File: config.mk
export PLATFORM = sky130hd
export DESIGN_NAME = seg_pwm_top
export DESIGN_NICKNAME = d
export VERILOG_FILES = /design/src/rtl/seg_pwm_pkg.sv /design/src/rtl/seg_pwm_regs.sv /design/src/rtl/seg_pwm_clkdiv.sv /design/src/rtl/seg_pwm_chan.sv /design/src/rtl/seg_pwm_top.sv
export SDC_FILE = /design/constraint.sdc
export NUM_CORES = 1
export LEC_CHECK = 0
export CELL_PAD_IN_SITES_DETAIL_PLACEMENT = 1
export CELL_PAD_IN_SITES_GLOBAL_PLACEMENT = 2
export CORE_ASPECT_RATIO = 1.5
export CORE_MARGIN = 2
export CORE_UTILIZATION = 35
export CTS_CLUSTER_SIZE = 10
export DETAILED_ROUTE_END_ITERATION = 8
export PLACE_DENSITY = 0.83
export REMOVE_ABC_BUFFERS = 1
export SLEW_MARGIN = 0
export SYNTH_ARGS = -nofsm -noshare
export SYNTH_HDL_FRONTEND = slang
export SYNTH_SLANG_ARGS = --single-unit
File: constraint.sdc
create_clock -name clk -period 5.12 [get_ports clk]
set_input_delay 1.536 -clock clk [delete_from_list [all_inputs] [get_ports clk]]
set_output_delay 1.536 -clock clk [all_outputs]
set_load 0.01 [all_outputs]
File: src/rtl/seg_pwm_pkg.sv
package seg_pwm_pkg;
  localparam int NUM_CH    = 2;
  localparam int CNT_W     = 16;
  localparam int DIV_W     = 7;
  localparam int SEL_W     = 2;
  localparam int NUM_SRC   = 1 << SEL_W;
  localparam int WORD_W    = 32;
  localparam int SEL_LSB0  = 4;
  localparam int DIV_LSB0  = 8;
  localparam int GATE_BIT0 = 15;
  localparam int CH_STRIDE = 8;
  localparam logic [1:0] IDX_CNT0 = 2'd0;
  localparam logic [1:0] IDX_CNT1 = 2'd1;
  localparam logic [1:0] IDX_CTRL = 2'd2;
  localparam logic [WORD_W-1:0] CTRL_MASK = 32'h00FF_FFF3;

  typedef struct packed {
    logic             en;
    logic             gate;
    logic [SEL_W-1:0] sel;
    logic [DIV_W-1:0] div;
  } chan_cfg_t;

  function automatic chan_cfg_t ctrl_field(input logic [WORD_W-1:0] r, input int ch);
    chan_cfg_t f;
    f.en   = r[ch];
    f.sel  = r[SEL_LSB0 + SEL_W*ch +: SEL_W];
    f.div  = r[DIV_LSB0 + CH_STRIDE*ch +: DIV_W];
    f.gate = r[GATE_BIT0 + CH_STRIDE*ch];
    return f;
  endfunction
endpackage

File: src/rtl/seg_pwm_regs.sv
module seg_pwm_regs
  import seg_pwm_pkg::*;
(
  input  logic                           clk,
  input  logic                           rst_n,
  input  logic                           we,
  input  logic [3:0]                     addr,
  input  logic [WORD_W-1:0]              wdata,
  output logic [WORD_W-1:0]              rdata,
  output logic [NUM_CH-1:0][WORD_W-1:0]  count_q,
  output logic [WORD_W-1:0]              ctrl_q
);
  logic [1:0] idx;
  assign idx = addr[3:2];

  always_ff @(posedge clk) begin
    if (!rst_n) begin
      count_q <= '0;
      ctrl_q  <= '0;
    end else if (we) begin
      case (idx)
        IDX_CNT0: count_q[0] <= wdata;
        IDX_CNT1: count_q[1] <= wdata;
        IDX_CTRL: ctrl_q     <= wdata & CTRL_MASK;
        default:  ;
      endcase
    end
  end

  always_comb begin
    case (idx)
      IDX_CNT0: rdata = count_q[0];
      IDX_CNT1: rdata = count_q[1];
      IDX_CTRL: rdata = ctrl_q;
      default:  rdata = '0;
    endcase
  end
endmodule

File: src/rtl/seg_pwm_clkdiv.sv
module seg_pwm_clkdiv #(
  parameter int NSRC = 4,
  parameter int SW   = 2,
  parameter int DW   = 7
) (
  input  logic            clk,
  input  logic            rst_n,
  input  logic [NSRC-1:0] src_tick,
  input  logic [SW-1:0]   sel,
  input  logic [DW-1:0]   div_n,
  input  logic            run,
  output logic            tick
);
  logic [DW-1:0] div_cnt;
  logic          sel_tick;
  logic          wrap;

  assign sel_tick = src_tick[sel];
  assign wrap     = (div_cnt >= div_n);
  assign tick     = run & sel_tick & wrap;

  always_ff @(posedge clk) begin
    if (!rst_n)        div_cnt <= '0;
    else if (!run)     div_cnt <= '0;
    else if (sel_tick) div_cnt <= wrap ? '0 : div_cnt + 1'b1;
  end
endmodule

File: src/rtl/seg_pwm_chan.sv
module seg_pwm_chan #(
  parameter int CW = 16
) (
  input  logic          clk,
  input  logic          rst_n,
  input  logic          run,
  input  logic          tick,
  input  logic [CW-1:0] hi_cnt,
  input  logic [CW-1:0] lo_cnt,
  output logic          high_phase,
  output logic          period_end,
  output logic [CW-1:0] shadow_hi
);
  logic [CW-1:0] shadow_lo;
  logic [CW-1:0] elapsed;
  logic [CW:0]   next_cnt;
  logic [CW:0]   lo_eff;
  logic          hi_done;
  logic          lo_done;

  assign next_cnt   = {1'b0, elapsed} + (CW+1)'(1);
  assign lo_eff     = (shadow_lo == '0) ? (CW+1)'(1) : {1'b0, shadow_lo};
  assign hi_done    = next_cnt >= {1'b0, shadow_hi};
  assign lo_done    = next_cnt >= lo_eff;
  assign period_end = run & tick & ~high_phase & lo_done;

  always_ff @(posedge clk) begin
    if (!rst_n) begin
      high_phase <= 1'b0;
      elapsed    <= '0;
      shadow_hi  <= '0;
      shadow_lo  <= '0;
    end else if (!run) begin
      shadow_hi  <= hi_cnt;
      shadow_lo  <= lo_cnt;
      elapsed    <= '0;
      high_phase <= (hi_cnt != '0);
    end else if (tick) begin
      if (high_phase) begin
        if (hi_done) begin
          high_phase <= 1'b0;
          elapsed    <= '0;
        end else begin
          elapsed <= next_cnt[CW-1:0];
        end
      end else if (lo_done) begin
        shadow_hi  <= hi_cnt;
        shadow_lo  <= lo_cnt;
        elapsed    <= '0;
        high_phase <= (hi_cnt != '0);
      end else begin
        elapsed <= next_cnt[CW-1:0];
      end
    end
  end
endmodule

File: src/rtl/seg_pwm_top.sv
module seg_pwm_top
  import seg_pwm_pkg::*;
(
  input  logic               clk,
  input  logic               rst_n,
  input  logic               reg_we,
  input  logic [3:0]         reg_addr,
  input  logic [WORD_W-1:0]  reg_wdata,
  output logic [WORD_W-1:0]  reg_rdata,
  input  logic [NUM_SRC-1:0] src_tick,
  output logic [NUM_CH-1:0]  pwm_out
);
  logic [NUM_CH-1:0][WORD_W-1:0] count_q;
  logic [WORD_W-1:0]             ctrl_q;
  logic [NUM_CH-1:0]             run;
  logic [NUM_CH-1:0]             ch_tick;
  logic [NUM_CH-1:0]             high_phase;
  logic [NUM_CH-1:0]             period_end;
  logic [NUM_CH-1:0][CNT_W-1:0]  shadow_hi;

  seg_pwm_regs u_regs (
    .clk     (clk),
    .rst_n   (rst_n),
    .we      (reg_we),
    .addr    (reg_addr),
    .wdata   (reg_wdata),
    .rdata   (reg_rdata),
    .count_q (count_q),
    .ctrl_q  (ctrl_q)
  );

  for (genvar c = 0; c < NUM_CH; c++) begin : g_ch
    chan_cfg_t cfg;
    assign cfg    = ctrl_field(ctrl_q, c);
    assign run[c] = cfg.en & cfg.gate;

    seg_pwm_clkdiv #(.NSRC(NUM_SRC), .SW(SEL_W), .DW(DIV_W)) u_div (
      .clk      (clk),
      .rst_n    (rst_n),
      .src_tick (src_tick),
      .sel      (cfg.sel),
      .div_n    (cfg.div),
      .run      (run[c]),
      .tick     (ch_tick[c])
    );

    seg_pwm_chan #(.CW(CNT_W)) u_chan (
      .clk        (clk),
      .rst_n      (rst_n),
      .run        (run[c]),
      .tick       (ch_tick[c]),
      .hi_cnt     (count_q[c][2*CNT_W-1:CNT_W]),
      .lo_cnt     (count_q[c][CNT_W-1:0]),
      .high_phase (high_phase[c]),
      .period_end (period_end[c]),
      .shadow_hi  (shadow_hi[c])
    );

    assign pwm_out[c] = run[c] & high_phase[c];
  end
endmodule

==> reports/metrics.cfg <==
[route]
ant_nets = 0
dr.first_iter.drc_count = 417
drt-total-wl_um = 33640
post_drt_wl_per_cell_um = 18.45
firstDrtPassIters = 4
drc = 0
viasPerCell = 5.218
vias = 9512

[floorplanning]
initial_core_util = 0.3548
ios = 77
dieArea_um2 = 32820
die_h_um = 220.9
die_x_um = 148.6
core.rowCount = 79
fp.coreArea_um2 = 30940

[layout]
final_common_cell = nand2_1
layout_common_cells = nand2_1, dfxtp_1, mux2i_1
drive_gt1_frac = 0.05430
num_antenna_cells = 0
postLayoutCellArea_um2 = 12750
fin_util = 0.4120
area_delta_synth_final_pct = 16.13
final_net_count = 1530
fin_cells = 1823

[sta]
setup_viol = 0
timing.final.crit_share = 0.9207
rsz0062_at_grt = false
finalMaxSlewViolations = 0
max_freq_ghz = 0.2121
worstMarginPinSlew_ps = 1150
slew_headroom = 0.2335
tns_ps = 0
period_needed_ps = 4714
fin_skew_ps = 7.950
hold_violations = 0

[critical_path]
cp_num_buf_inv = 3
critPathCaptureType = output port
reg2reg_from = g_ch[0].u_chan.elapsed[0]$_SDFFE_PN0P_
ff2ff_setup_slack_ps = 680
worst-path-max-fanout = 24
critPathArrivalTime_ps = 3180
slowest_delay_ps = 640
cp.required_ps = 3580
critical_path.top_delay_family = buffers and inverters
startpoint_type = input port
rr_worst_depth = 15
critical_path_class = in -> out
crit_chain = buf_2 -> nor2b_2 -> buf_12 -> nand2_1 -> o21ai_0 -> clkdlybuf4s50_1
worstReg2RegEnd = g_ch[0].u_chan.shadow_hi[8]$_SDFFE_PN0P_
crit_path_top_delay_cell = clkdlybuf4s50_1

[worst_hold_path]
holdCritStartpoint = g_ch[1].u_chan.shadow_hi[12]$_SDFFE_PN0P_
hp-class = reg -> reg
whs_path_depth = 2
min_to = g_ch[1].u_chan.shadow_hi[12]$_SDFFE_PN0P_

[yosys]
synthArstFlopShare = 0
synth_top_area_frac = 0.3611
syn_area_um2 = 10980
synth-edff-count = 0
netlist_top_cells_area = dfxtp_1, nand2_1, ha_1
ys.flop_type = dfxtp_1
ys_types = 59
yosysWarnings = 0
syn_inst = 1365
synth_top_cell_by_area = dfxtp_1
seq_area_frac_synth = 0.3611
syn_avg_cell_area_um2 = 8.042
ys_ff_latch = 198

[power]
clkPwrFrac = 0.442
p_comb_frac = 0.092
peakVddDrop_v = 0.0001450
p_switching_mw = 0.9027
swShare = 0.2614
p_per_area_nw_per_um2 = 270.9
leakage_nw = 4.639
p_int_mw = 2.551
p_seq_frac = 0.466

[clock_tree]
clockBufferDepth = 2
htreeDepth = 4
insertion_delay_ps = 460
cts-root-buf = clkbuf_16
postCtsSetupBuffers = 0
cts_tree = built
post_cts_resized = 0
clkTransAtPathRegs_ps = 70
cts_sinks = 198
cts_hold_buf = 0
cts_buffers = 17

[place]
placed_cells = 1791
portBuffers = 74
gp_congestion = 0.8865
postPlaceCellArea_um2 = 12090
place_hpwl_um = 25230

[global_route]
grt_pass1_wl_um = 53390
grt_usage = 0.2099
grt_max_degree = 101
grt_pass1_vias = 9962
antenna_found_initial = 0
gr-total-overflow = 0

[job]
maxCapViolCount = 0

[outcome]
status = finished, final reports clean

==> synth_stat cells, drive strengths merged, types with 2 or more instances <==
library cell,number
nand3,39
o31ai,3
mux2i,100
or3b,2
nor2b,6
o211ai,8
a211o,2
mux4,2
o311ai,2
inv,88
or2,7
xnor2,17
o21ai,50
a22oi,2
ha,82
a41o,2
a221o,2
nor4,22
nor3,10
clkbuf,60
a21boi,87
nand2,375
xor2,23
a21o,9
and3,13
buf,15
o21a,2
a31o,2
and4,2
nor2,54
nand4b,2
a32o,2
and2,4
nand4,20
a211oi,9
a21oi,24
o31a,2
nor4b,3
a31oi,3
dfxtp,198
==> power by group through the flow <==
stage / Clock [mW] / Combinational (mW) / Sequential, mW
2_1_floorplan: 0 / 0.151 / 1.63
3_3_place_gp: 0 / 0.313 / 1.65
3_5_place_dp: 0 / 0.318 / 1.65
4_1_cts: 1.55 / 0.321 / 1.61
5_1_grt: 1.61 / 0.348 / 1.61
6_report: 1.53 / 0.317 / 1.61
==> how the worst max path moves through the flow <==
stage	startpoint	end	slack (ps)	depth (start not counted)
after floorplan	g_ch[0].u_chan.elapsed[0]$_SDFFE_PN0P_	g_ch[0].u_chan.elapsed[13]$_SDFFE_PN0P_	770	14
after global placement	reg_addr[2]	reg_rdata[0]	400	6
final	reg_addr[2]	reg_rdata[0]	410	6
after CTS	reg_addr[3]	reg_rdata[10]	410	5
after detailed placement	reg_addr[3]	reg_rdata[10]	400	5
after global routing	g_ch[0].u_chan.elapsed[0]$_SDFFE_PN0P_	g_ch[0].u_chan.shadow_hi[0]$_SDFFE_PN0P_	280	15
==> worst min-delay path, stage by stage (launching register included) <==
cell and delay (ps):
dfxtp_1 310, nand2_1 50, mux2i_1 50
==> sequential cells by signal, indices dropped and copies added (netlist names) <==
signal	cells
g_ch.u_chan.shadow_hi	32
u_regs.ctrl_q	22
g_ch.u_chan.high_phase	2
g_ch.u_chan.elapsed	32
g_ch.u_div.div_cnt	14
u_regs.count_q	64
g_ch.u_chan.shadow_lo	32
==> routing by layer <==
layer,part of all wire,routed length [um],vias to the layer above,GRT usage
li1,-,-,4686,-
met1,0.40,13470,4616,0.2237
met2,0.53,17850,136,0.3935
met3,0.023,758,74,0.03134
met4,0.046,1555,0,0.1078
met5,0,0,-,0
==> kinds of logic (layout without fill, tap and decap cells) <==
kind of cell,after synthesis,after routing,synth area share
and+or+nand+nor,563,563,0.2224
AOI/OAI and AO/OA,217,217,0.1346
DFF,198,198,0.3611
buffers and inverters,163,216,0.06121
muxes,102,102,0.09529
adders and majority gates,82,82,0.09347
xor gates and xnor gates,40,40,0.03192
==> through the flow <==
| step | power [mW] | hold WS (ps) | setup slack, ps |
|---|---|---|---|
| global route | 3.572 | 480.7 | 280.2 |
| detailed placement | 1.965 | 456.3 | 400.8 |
| CTS | 3.485 | 466.2 | 406.4 |
| finish | 3.454 | 458.9 | 405.9 |
| global placement | 1.958 | 446.4 | 405.0 |
| floorplan | 1.781 | 438.0 | 773.2 |
==> area by class of cell <==
type / count / area [um2]
Clock buffer: 18 / 439.2
Clock inverter: 14 / 216.5
Fill cell: 3700 / 18190
Inverter: 88 / 330.3
Multi-Input combinational cell: 1004 / 6356
Sequential cell: 198 / 3964
Tap cell: 405 / 506.7
Timing Repair Buffer: 96 / 934.6
(Power assumes the default switching activity.)
